===== src/rtl/pmc_pkg.sv =====
package pmc_pkg;
  localparam int DATA_W   = 32;
  localparam int STROBE_W = 64;
  localparam int CODE_W   = 10;
  localparam int ADDR_W   = 4;
  localparam int CYC_BIT  = 31;

  localparam logic [ADDR_W-1:0] A_CTRL   = 4'd0;
  localparam logic [ADDR_W-1:0] A_EN_SET = 4'd1;
  localparam logic [ADDR_W-1:0] A_EN_CLR = 4'd2;
  localparam logic [ADDR_W-1:0] A_IE_SET = 4'd3;
  localparam logic [ADDR_W-1:0] A_IE_CLR = 4'd4;
  localparam logic [ADDR_W-1:0] A_OVF    = 4'd5;
  localparam logic [ADDR_W-1:0] A_SEL    = 4'd6;
  localparam logic [ADDR_W-1:0] A_TYPE   = 4'd7;
  localparam logic [ADDR_W-1:0] A_CNT    = 4'd8;
  localparam logic [ADDR_W-1:0] A_CYC    = 4'd9;

  localparam logic [DATA_W-1:0] TYPE_WMASK     = 32'hC800_03FF;
  localparam logic [DATA_W-1:0] CYC_TYPE_WMASK = 32'hC800_0000;

  // Bits of the shared mask layout that belong to an existing counter.
  function automatic logic [DATA_W-1:0] owner_mask(int n_evt);
    logic [DATA_W-1:0] m;
    m = '0;
    for (int i = 0; i < CYC_BIT; i++) if (i < n_evt) m[i] = 1'b1;
    m[CYC_BIT] = 1'b1;
    return m;
  endfunction

  // Privilege filter: level 0 and 1 count unless excluded, level 2 only if included.
  function automatic logic level_ok(logic excl1, logic excl0, logic incl2, logic [1:0] lvl);
    case (lvl)
      2'd0:    return !excl0;
      2'd1:    return !excl1;
      2'd2:    return incl2;
      default: return 1'b0;
    endcase
  endfunction

  // Codes of 64 and above select no strobe line.
  function automatic logic strobe_hit(logic [CODE_W-1:0] code, logic [STROBE_W-1:0] s);
    return (code[CODE_W-1:6] == '0) && s[code[5:0]];
  endfunction
endpackage


===== src/rtl/pmc_counter.sv =====
module pmc_counter #(
  parameter int W = 32
) (
  input  logic         clk,
  input  logic         rst_n,
  input  logic         clr,
  input  logic         load,
  input  logic [W-1:0] load_val,
  input  logic         inc,
  output logic [W-1:0] cnt,
  output logic         wrap
);
  // Zeroing beats loading, loading beats incrementing.
  always_ff @(posedge clk or negedge rst_n) begin
    if (!rst_n)    cnt <= '0;
    else if (clr)  cnt <= '0;
    else if (load) cnt <= load_val;
    else if (inc)  cnt <= cnt + 1'b1;
  end

  assign wrap = inc && !clr && !load && (&cnt);
endmodule


===== src/rtl/pmc_prescale.sv =====
module pmc_prescale #(
  parameter int DIV_W = 6
) (
  input  logic clk,
  input  logic rst_n,
  input  logic clr,
  input  logic step,
  output logic tick
);
  logic [DIV_W-1:0] q;

  always_ff @(posedge clk or negedge rst_n) begin
    if (!rst_n)     q <= '0;
    else if (clr)   q <= '0;
    else if (step)  q <= q + 1'b1;
  end

  assign tick = step && (&q);
endmodule


===== src/rtl/perf_ctr_bank.sv =====
module perf_ctr_bank
  import pmc_pkg::*;
#(
  parameter int N_EVT      = 4,
  parameter int PRESCALE_W = 6
) (
  input  logic                clk,
  input  logic                rst_n,
  input  logic                bus_wr,
  input  logic [ADDR_W-1:0]   bus_addr,
  input  logic [DATA_W-1:0]   bus_wdata,
  output logic [DATA_W-1:0]   bus_rdata,
  input  logic [STROBE_W-1:0] evt_strobe,
  input  logic [1:0]          priv_lvl,
  input  logic                dbg_prohibit,
  output logic                irq
);
  localparam int                SEL_W      = 5;
  localparam logic [SEL_W-1:0]  CYC_SEL    = SEL_W'(CYC_BIT);
  localparam logic [DATA_W-1:0] OWN_MASK   = owner_mask(N_EVT);
  localparam logic [5:0]        CTRL_WMASK = 6'b111001;
  localparam logic [4:0]        N_FIELD    = 5'(N_EVT);

  // Write decode
  logic wr_ctrl, wr_en_set, wr_en_clr, wr_ie_set, wr_ie_clr;
  logic wr_ovf, wr_sel, wr_type, wr_cnt, wr_cyc;
  always_comb begin
    wr_ctrl   = bus_wr && (bus_addr == A_CTRL);
    wr_en_set = bus_wr && (bus_addr == A_EN_SET);
    wr_en_clr = bus_wr && (bus_addr == A_EN_CLR);
    wr_ie_set = bus_wr && (bus_addr == A_IE_SET);
    wr_ie_clr = bus_wr && (bus_addr == A_IE_CLR);
    wr_ovf    = bus_wr && (bus_addr == A_OVF);
    wr_sel    = bus_wr && (bus_addr == A_SEL);
    wr_type   = bus_wr && (bus_addr == A_TYPE);
    wr_cnt    = bus_wr && (bus_addr == A_CNT);
    wr_cyc    = bus_wr && (bus_addr == A_CYC);
  end

  // Control state and one-shot zeroing requests
  logic [5:0]        ctrl_q;
  logic [DATA_W-1:0] cnten_q, inten_q, ovf_q, cyc_type_q;
  logic [SEL_W-1:0]  sel_q;
  logic              evt_clr, cyc_clr;
  assign evt_clr = wr_ctrl && bus_wdata[1];
  assign cyc_clr = wr_ctrl && bus_wdata[2];

  // Event counters
  logic [DATA_W-1:0] evt_type [N_EVT];
  logic [DATA_W-1:0] evt_cnt  [N_EVT];
  logic [N_EVT-1:0]  evt_inc, evt_load, evt_wrap;

  always_ff @(posedge clk or negedge rst_n) begin
    if (!rst_n) begin
      for (int i = 0; i < N_EVT; i++) evt_type[i] <= '0;
    end else begin
      for (int i = 0; i < N_EVT; i++)
        if (wr_type && (sel_q == SEL_W'(i))) evt_type[i] <= bus_wdata & TYPE_WMASK;
    end
  end

  for (genvar i = 0; i < N_EVT; i++) begin : g_evt
    assign evt_inc[i] = ctrl_q[0] && cnten_q[i]
                     && strobe_hit(evt_type[i][CODE_W-1:0], evt_strobe)
                     && level_ok(evt_type[i][31], evt_type[i][30], evt_type[i][27], priv_lvl);
    assign evt_load[i] = wr_cnt && (sel_q == SEL_W'(i));

    pmc_counter #(.W(DATA_W)) u_cnt (
      .clk      (clk),
      .rst_n    (rst_n),
      .clr      (evt_clr),
      .load     (evt_load[i]),
      .load_val (bus_wdata),
      .inc      (evt_inc[i]),
      .cnt      (evt_cnt[i]),
      .wrap     (evt_wrap[i])
    );
  end

  // Cycle counter with divider, filter and debug freeze
  logic              cyc_qual, cyc_inc, pre_tick, cyc_wrap;
  logic [DATA_W-1:0] cyc_cnt;
  assign cyc_qual = ctrl_q[0] && cnten_q[CYC_BIT]
                 && level_ok(cyc_type_q[31], cyc_type_q[30], cyc_type_q[27], priv_lvl)
                 && !(ctrl_q[5] && dbg_prohibit);

  pmc_prescale #(.DIV_W(PRESCALE_W)) u_pre (
    .clk   (clk),
    .rst_n (rst_n),
    .clr   (cyc_clr),
    .step  (cyc_qual),
    .tick  (pre_tick)
  );

  assign cyc_inc = cyc_qual && (!ctrl_q[3] || pre_tick);

  pmc_counter #(.W(DATA_W)) u_cyc (
    .clk      (clk),
    .rst_n    (rst_n),
    .clr      (cyc_clr),
    .load     (wr_cyc),
    .load_val (bus_wdata),
    .inc      (cyc_inc),
    .cnt      (cyc_cnt),
    .wrap     (cyc_wrap)
  );

  // Wrap events placed in the shared mask layout
  logic [DATA_W-1:0] wrap_vec;
  always_comb begin
    wrap_vec          = '0;
    wrap_vec[N_EVT-1:0] = evt_wrap;
    wrap_vec[CYC_BIT] = cyc_wrap;
  end

  always_ff @(posedge clk or negedge rst_n) begin
    if (!rst_n) begin
      ctrl_q     <= '0;
      cnten_q    <= '0;
      inten_q    <= '0;
      ovf_q      <= '0;
      sel_q      <= '0;
      cyc_type_q <= '0;
    end else begin
      if (wr_ctrl) ctrl_q <= bus_wdata[5:0] & CTRL_WMASK;
      if (wr_en_set)      cnten_q <= cnten_q | (bus_wdata & OWN_MASK);
      else if (wr_en_clr) cnten_q <= cnten_q & ~(bus_wdata & OWN_MASK);
      if (wr_ie_set)      inten_q <= inten_q | (bus_wdata & OWN_MASK);
      else if (wr_ie_clr) inten_q <= inten_q & ~(bus_wdata & OWN_MASK);
      ovf_q <= (ovf_q & ~(wr_ovf ? (bus_wdata & OWN_MASK) : '0)) | wrap_vec;
      if (wr_sel) sel_q <= bus_wdata[SEL_W-1:0];
      if (wr_type && (sel_q == CYC_SEL)) cyc_type_q <= bus_wdata & CYC_TYPE_WMASK;
    end
  end

  // Read path
  logic [DATA_W-1:0] rd_type, rd_cnt;
  always_comb begin
    rd_type = '0;
    rd_cnt  = '0;
    for (int i = 0; i < N_EVT; i++) begin
      if (sel_q == SEL_W'(i)) begin
        rd_type = evt_type[i];
        rd_cnt  = evt_cnt[i];
      end
    end
    if (sel_q == CYC_SEL) rd_type = cyc_type_q;
    case (bus_addr)
      A_CTRL:   bus_rdata = {16'h0, N_FIELD, 5'h0, ctrl_q};
      A_EN_SET,
      A_EN_CLR: bus_rdata = cnten_q;
      A_IE_SET,
      A_IE_CLR: bus_rdata = inten_q;
      A_OVF:    bus_rdata = ovf_q;
      A_SEL:    bus_rdata = {{(DATA_W-SEL_W){1'b0}}, sel_q};
      A_TYPE:   bus_rdata = rd_type;
      A_CNT:    bus_rdata = rd_cnt;
      A_CYC:    bus_rdata = cyc_cnt;
      default:  bus_rdata = '0;
    endcase
  end

  assign irq = |(ovf_q & inten_q);

  // Named taps for the checker
  logic [DATA_W-1:0] mon_cnt0;
  logic [3:0]        mon_code_hi0;
  assign mon_cnt0     = evt_cnt[0];
  assign mon_code_hi0 = evt_type[0][CODE_W-1:6];
endmodule


===== config.mk =====
export PLATFORM = sky130hd
export DESIGN_NAME = perf_ctr_bank
export DESIGN_NICKNAME = d
export VERILOG_FILES = /design/src/rtl/pmc_pkg.sv /design/src/rtl/pmc_counter.sv /design/src/rtl/pmc_prescale.sv /design/src/rtl/perf_ctr_bank.sv
export SDC_FILE = /design/constraint.sdc
export NUM_CORES = 1
export LEC_CHECK = 0
export ABC_AREA = 1
export BUFFER_PORTS_ARGS = -buffer_cell sky130_fd_sc_hd__buf_2
export CAP_MARGIN = 20
export CELL_PAD_IN_SITES_DETAIL_PLACEMENT = 0
export CELL_PAD_IN_SITES_GLOBAL_PLACEMENT = 2
export CORE_AREA = 5 5 261 263
export CTS_BUF_LIST = sky130_fd_sc_hd__clkbuf_4
export DETAILED_ROUTE_END_ITERATION = 16
export DIE_AREA = 0 0 266 268
export HOLD_SLACK_MARGIN = 0.12
export PLACE_DENSITY = 0.8
export REMOVE_ABC_BUFFERS = 1
export SLEW_MARGIN = 20
export SYNTH_ARGS = -nofsm -noshare
export SYNTH_HDL_FRONTEND = slang
export SYNTH_SLANG_ARGS = --single-unit

===== constraint.sdc =====
create_clock -name clk -period 1.75 [get_ports clk]
set_input_delay 0.2625 -clock clk [delete_from_list [all_inputs] [get_ports clk]]
set_output_delay 0.2625 -clock clk [all_outputs]
set_load 0.1 [all_outputs]

==> out/qor.csv, run 1 <==
stage,metric,value,unit
status,run status,finished with violations,
status,violated checks,negative setup slack,
synthesis,synthesized cell area,20020,µm²
worst_hold_path,worst hold endpoint,u_pre.q[1],
synthesis,cell taking the most area after synthesis,dfrtp_1,
sta,fmax,0.3157,GHz
routing,DRC,0,
floorplanning,Rows,94,
synthesis,"top cells by area, synth","dfrtp_1 (31%), nand2_1 (19%), nand3_1 (10%)",
worst_setup_path,"Data required, critical path",1490,ps
pwr,PwrDens,855.5,nW/µm²
sta,worst slew pin tran,1230,ps
synthesis,number of enable flip-flop cells after synthesis,0,
sta,crit path time final,3168,ps
global_routing,GRT Residual Overflow,0,
cells_and_area,Post-layout nets,4108,
worst_setup_path,reg-to-reg critical path endpoint,g_evt[2].u_cnt.cnt[25],
floorplanning,Die Y,268,µm
place,post-DP HPWL,83300,µm
routing,first drt pass iteration count,5,
sta,Final Slew Violations,0,
worst_setup_path,CP endpoint kind,primary output,
cells_and_area,Synth-to-Final Area Change,55.40,%
floorplanning,die area,71290,µm²
synthesis,dominant synthesized flop cell,dfrtp_1,
worst_setup_path,Crit Path Max Fanout,6,
clock_tree,clock sink total,245,
place,gpl congestion,1.044,
worst_setup_path,Worst R2R Start,sel_q[4],
pwr,Leakage,14.70,nW
worst_setup_path,Critical-path top delay cell,o211ai_1,
place,DP Area,27060,µm²
synthesis,Commonest cells post-synth,"nand2_1 (1037), nand3_1 (407), inv_1 (260), dfrtp_1 (245), o21ai_0 (209)",
sta,Rel. slew slack,17.68,%
place,number of port buffers,138,
floorplanning,Initial Util,30.61,%
global_routing,first-pass GRT wire length,162900,µm
synthesis,post-synthesis cell count,3201,
synthesis,syn avg cell area,6.253,µm²
clock_tree,clk_lat worst skew,870,ps
worst_hold_path,hold_sp,priv_lvl[1],
sta,hold slack,176.5,ps
global_routing,largest net degree at the start of global routing,68,
worst_setup_path,most frequent CP cell,buf_12,
clock_tree,Bufs on Longest Clock Path,3,
worst_setup_path,r2r setup slk,-350,ps
cells_and_area,fin util,47.57,%
cells_and_area,fraction of layout cells with a size suffix above 1,31.86,%
pwr,Max VDD drop,0.4136,mV
routing,Via Count,26380,
worst_setup_path,Arrival @ worst endpoint,2910,ps
floorplanning,Ports,139,
synthesis,most common cell in the netlist,nand2_1,
synthesis,"FF+latch count, synth",245,
cells_and_area,fin area,31110,µm²
sta,Tcrit/Tclk final,181.0,%
global_routing,GRT Overall Usage,30.05,%
flow_run,max cap viols,0,
routing,final WL,112200,µm
clock_tree,cts bufs inserted,79,
worst_setup_path,critical setup path kind,reg2out,
worst_setup_path,CP startpoint kind,flop,
routing,vias per cell,5.383,
worst_setup_path,crit-path cells,"buf_6, nand2_4, nor3_4, inv_4, buf_12, o211ai_1, nand3_1, buf_4, buf_12",
worst_setup_path,Reg2Reg Depth,14,
synthesis,asr flop ratio synth,100.0,%
global_routing,vias in the first global route,24950,
routing,1st-iter DRT viols,2970,
sta,unrepaired setup endpoints after global routing,true,
floorplanning,CORE AREA,65390,µm²
worst_hold_path,Hold Path Cell Cnt,8,
worst_setup_path,CP peak stage delay,410,ps
clock_tree,CTS Root Cell,clkbuf_4,
clock_tree,TritonCTS clock tree,done,
global_routing,initial antenna violation count,7,
sta,clk_skew,63.80,ps
routing,number of routed nets with antenna violations,0,
sta,final setup violating endpoints,182,
sta,Fin. Hold Viols,0,
synthesis,Synth cell types,48,
synthesis,Yosys top cell area share,30.63,%
synthesis,yosys warns,0,
synthesis,sequential share of the synthesized area,30.63,%
floorplanning,chip width,266,µm
clock_tree,clock slew at reported path FFs,60,ps
clock_tree,CTS HTree Levels,3,
sta,worst setup margin,-1418,ps
pwr,total power draw,26.61,mW
routing,DR WL/cell,22.89,µm
worst_hold_path,Hold Path Class,in2reg,
worst max-delay path by stage:
stage	depth (start not counted)	slack, ps	endpoint	start
floorplan	7	-2350	bus_rdata[27]	sel_q[4]
global placement	11	-710	bus_rdata[4]	sel_q[0]
detailed placement	11	-640	bus_rdata[4]	sel_q[0]
CTS	12	-1420	bus_rdata[7]	sel_q[4]
global route	12	-1540	bus_rdata[6]	sel_q[4]
finish	9	-1420	bus_rdata[4]	sel_q[0]
logic make-up after synthesis:
| logic type | Yosys count | share of synthesized area [%] |
|---|---|---|
| AND/OR/NAND/NOR | 1839 | 39.17 |
| AO/OA/AOI/OAI | 568 | 16.51 |
| adder cells (fa/ha/maj) | 6 | 0.3750 |
| multiplexers | 5 | 0.2688 |
| flip-flops | 245 | 30.63 |
| XOR/XNOR | 78 | 3.413 |
| buffers and inverters | 460 | 9.639 |
cell type report:
cell class,instances,area (µm²)
fillers,6767,34290
multi-input cells,2497,13370
repair buffers,880,8458
flip-flops and latches,245,6136
inverters,293,1135
well taps,864,1081
clock buffers,106,795.8
clock inverters,12,125.1
diodes,4,10.01
repair_timing:
action | 4_1_cts | 5_1_grt
gates cloned | 11 | 8
resized for setup | 255 | 232
hold buffers | 52 | 1
pin swaps | 53 | 93
setup endpoints to repair | 189 | 226
endpoints found under the hold margin | 452 | 8
setup buffers | 32 | 25
layer usage:
layer  track usage [%]  part of all wire, %  vias to the layer above
met5                 0               0.0062                        -
li1                  -                    -                    12330
met4             11.63                  4.4                        2
met3             5.292                  7.3                      258
met2             47.26                   45                     1204
met1             41.39                   43                    12590
where the power goes:
| part | internal [mW] | switching, mW | leakage (nW) | total [mW] |
|---|---|---|---|---|
| sequential | 6.86 | 1.31 | 3.29 | 8.17 |
| clock | 3.18 | 2.90 | 0.547 | 6.07 |
| combinational | 5.20 | 7.16 | 10.9 | 12.4 |
| total | 15.2 | 11.4 | 14.7 | 26.6 |
cell usage in the layout, fill, tap and decap left out, types with 18 or more instances in the layout:
master,netlist,layout
nor2_1,203,178
inv_1,260,255
a21oi_1,156,130
o21ai_0,209,160
nand2_2,12,51
nand3_2,3,61
clkbuf_4,0,106
nor2_4,6,18
o22ai_1,49,36
dlygate4sd3_1,0,52
a22oi_2,0,20
nor3_1,105,93
a21oi_2,0,18
buf_4,24,543
buf_2,75,105
dfrtp_1,245,241
nor2_2,8,22
xor2_1,68,67
o211ai_1,30,30
buf_6,2,38
inv_2,29,26
nand2_1,1037,986
o221ai_2,0,18
a22oi_1,54,34
nand3_1,407,346
buf_12,0,108
o21ai_2,0,24
nand4_1,37,37
o21ai_1,10,33
sequential cells by signal, summed over array words and instances (netlist names), named ones only:
signal / cells
u_pre.q: 6
evt_type: 52
ctrl_q: 4
cyc_type_q: 3
u_cyc.cnt: 32
ovf_q: 5
g_evt.u_cnt.cnt: 128
sel_q: 5
per-stage QoR:
step	setup slack, ps	instances	TNS, ps
3_3_place_gp	-715.0	4662	-66200
2_1_floorplan	-2347	3034	-277730
6_report	-1418	4901	-79150
4_1_cts	-1416	4872	-76070
5_1_grt	-1539	4901	-99210
3_5_place_dp	-641.0	4662	-70300
worst max-delay path, delay by kind of cell, from the launching register on:
kind | cells | cell delay (ps)
AND/OR/NAND/NOR | 3 | 500
buffers and inverters | 5 | 710
flip-flops | 1 | 390
AO/OA/AOI/OAI | 1 | 410
No activity file was read; power rests on OpenSTA's default activity.
==> run 2: changes to the inputs <==
- MAX_ROUTING_LAYER: not set -> met4
==> run 2 against run 1 <==
The flow still finishes with violations (negative setup slack); maximum frequency is essentially flat; via count shrank 0.68%; setup slack gained 1.8 ps; routed wire length shrank 2.9%; clock skew shrank 22 ps; final cell count shrank 0.63%; first-iteration DRC count shrank 1.6%; design area shrank 3.0%; register-to-register slack lost 180 ps; critical path depth is the same; sequential share of layout area grew 0.61 points.
==> out/qor.csv, run 2 (same netlist as run 1, synthesis figures left out) <==
stage,metric,value,unit,change
routing,number of routed nets with antenna violations,0,,unchanged
clock_tree,clk_lat worst skew,850,ps,-20 ps
floorplanning,die area,71290,µm²,unchanged
worst_setup_path,CP peak stage delay,420,ps,about the same
cells_and_area,register area,6136,µm²,unchanged
cells_and_area,"Most flops, register",g_evt.u_cnt.cnt,,
global_routing,initial antenna violation count,3,,-4
worst_setup_path,Critical-path top delay cell,dfrtp_1,,
sta,Fin. Hold Viols,0,,unchanged
sta,Tcrit/Tclk final,180.9,%,about the same
status,run status,finished with violations,,
cells_and_area,multi-input logic area,12930,µm²,-3.2%
clock_tree,clock slew at reported path FFs,70,ps,about the same
clock_tree,TritonCTS clock tree,done,,
pwr,PwrDens,859.8,nW/µm²,+0.51%
cells_and_area,Post-layout nets,4070,,-0.93%
sta,worst setup margin,-1416,ps,+1.780 ps
routing,final WL,109000,µm,-2.9%
global_routing,vias in the first global route,24380,,-2.3%
sta,Rel. slew slack,40.21,%,+23 points
clock_tree,CTS HTree Levels,3,,unchanged
sta,hold slack,165.2,ps,-11.32 ps
routing,first drt pass iteration count,6,,+1
flow_run,max cap viols,0,,unchanged
floorplanning,Initial Util,30.61,%,unchanged
routing,1st-iter DRT viols,2921,,-1.6%
status,violated checks,negative setup slack,,
clock_tree,Bufs on Longest Clock Path,3,,unchanged
cells_and_area,fraction of layout cells with a size suffix above 1,29.13,%,-2.7 points
sta,final setup violating endpoints,188,,+3.3%
cells_and_area,Non-Filler Instances,4870,,-0.63%
sta,crit path time final,3166,ps,-1.780 ps
global_routing,first-pass GRT wire length,158900,µm,-2.5%
place,number of port buffers,138,,unchanged
sta,unrepaired setup endpoints after global routing,true,,
cells_and_area,Synth-to-Final Area Change,50.76,%,
global_routing,GRT Residual Overflow,0,,unchanged
clock_tree,cts bufs inserted,77,,-2.5%
routing,Via Count,26200,,-0.68%
routing,DRC,0,,unchanged
global_routing,largest net degree at the start of global routing,37,,-46%
floorplanning,CORE AREA,65390,µm²,unchanged
sta,Final Slew Violations,0,,unchanged
worst_setup_path,CP startpoint kind,flop,,
pwr,Leakage,14.33,nW,-2.5%
sta,fmax,0.3158,GHz,about the same
worst_setup_path,"Data required, critical path",1490,ps,about the same
cells_and_area,"commonest non-fill, non-tap cell in the layout",nand2_1,,
floorplanning,Die Y,268,µm,unchanged
worst_setup_path,crit-path cells,"buf_6, nand2_4, nor3_4, buf_6, inv_8, buf_12, o211ai_1, nand4_1, buf_12",,
floorplanning,chip width,266,µm,unchanged
place,gpl congestion,1.059,,+1.4%
cells_and_area,Top Registers,"g_evt.u_cnt.cnt x128, evt_type x52, u_cyc.cnt x32",,
clock_tree,clock sink total,245,,unchanged
worst_hold_path,Hold Path Class,in2reg,,
cells_and_area,max reg flops,128,,unchanged
global_routing,GRT Overall Usage,30.08,%,+0.035 points
floorplanning,Ports,139,,unchanged
cells_and_area,most frequent cells in the layout,"nand2_1 (998), buf_4 (528), nand3_1 (376)",,
worst_setup_path,Crit Path Max Fanout,28,,+22
worst_setup_path,critical setup path kind,reg2out,,
place,post-DP HPWL,81870,µm,-1.7%
sta,worst slew pin tran,893.6,ps,-336.6 ps
routing,DR WL/cell,22.37,µm,-2.3%
worst_setup_path,Arrival @ worst endpoint,2900,ps,about the same
sta,clk_skew,41.81,ps,-21.98 ps
routing,vias per cell,5.380,,about the same
floorplanning,Rows,94,,unchanged
pwr,Max VDD drop,0.5005,mV,+21%
clock_tree,CTS Root Cell,clkbuf_4,,
cells_and_area,Fillers,6829,,+0.92%
worst_setup_path,CP endpoint kind,primary output,,
place,Inst Count DP,4651,,-0.24%
==> run 2: cell count changes in the layout (fill, tap and decap cells not counted), sizes merged <==
| cell | delta |
|---|---|
| inv | +1 |
| clkinv | +4 |
| clkinvlp | +1 |
| dlygate4sd3 | -6 |
| bufinv | -2 |
| diode | +2 |
| buf | -27 |
| clkbuf | -4 |
==> run 2: layout make-up <==
cell class | instances | area share [%]
well taps | 864 | 3.582
inverters | 293 | 3.752
repair buffers | 844 | 26.51
clock inverters | 16 | 0.3068
multi-input cells | 2497 | 42.85
flip-flops and latches | 245 | 20.33
diodes | 6 | 0.04976
clock buffers | 105 | 2.612
==> run 2: what timing repair did <==
item                                    in CTS  in global routing
gates cloned                                 7                  8
hold buffers                                47                  0
endpoints found under the setup margin     189                243
pin swaps                                   38                 66
gates resized for setup                    168                189
buffers inserted                             9                 23
hold endpoints to repair                   433                  0
==> run 2: where the power goes <==
part | internal, mW | leakage [nW] | switching [mW]
clock | 2.88 | 0.527 | 2.86
combinational | 5.02 | 10.5 | 6.97
sequential | 6.86 | 3.29 | 1.36
total | 14.8 | 14.3 | 11.2
==> run 2: worst paths after layout <==
kind,depth (start not counted),slack [ps],start,to
max,9,-1420,sel_q[0],bus_rdata[31]
min,9,170,priv_lvl[1],u_pre.q[2]
max reg2reg,15,-530,sel_q[0],g_evt[3].u_cnt.cnt[21]
min reg2reg,2,500,evt_type[73],evt_type[73]
max in group asynchronous,4,750,rst_n,u_cyc.cnt[13]
min in group asynchronous,4,630,rst_n,g_evt[1].u_cnt.cnt[19]
==> run 2: through the flow <==
step / utilization (%) / power (mW) / cell area (µm²) / setup TNS (ps) / worst slack [ps]
after global routing: 46.15 / 27.40 / 30180 / -111430 / -1509
final: 46.15 / 25.95 / 30180 / -87970 / -1416
after detailed placement: 41.15 / 18.76 / 26910 / -66310 / -587.7
after floorplan: - / 12.90 / 19190 / -277730 / -2347
after global placement: 41.15 / 18.75 / 26910 / -63220 / -567.8
after CTS: 44.51 / 25.18 / 29100 / -83680 / -1395
==> run 2: worst max-delay path: cells and delay by family, from the launching register on <==
kind | cells | cell delay, ps
flip-flops | 1 | 420
AND/OR/NAND/NOR | 3 | 560
AO/OA/AOI/OAI | 1 | 330
buffers and inverters | 5 | 770
==> run 2: per-layer routing <==
| layer | share of wire, % | vias to the layer above | track usage [%] |
|---|---|---|---|
| li1 | - | 12240 | - |
| met1 | 43 | 12470 | 40.73 |
| met2 | 44 | 1233 | 45.40 |
| met3 | 8.2 | 255 | 5.146 |
| met4 | 4.6 | 0 | 11.17 |
| met5 | 0 | - | - |
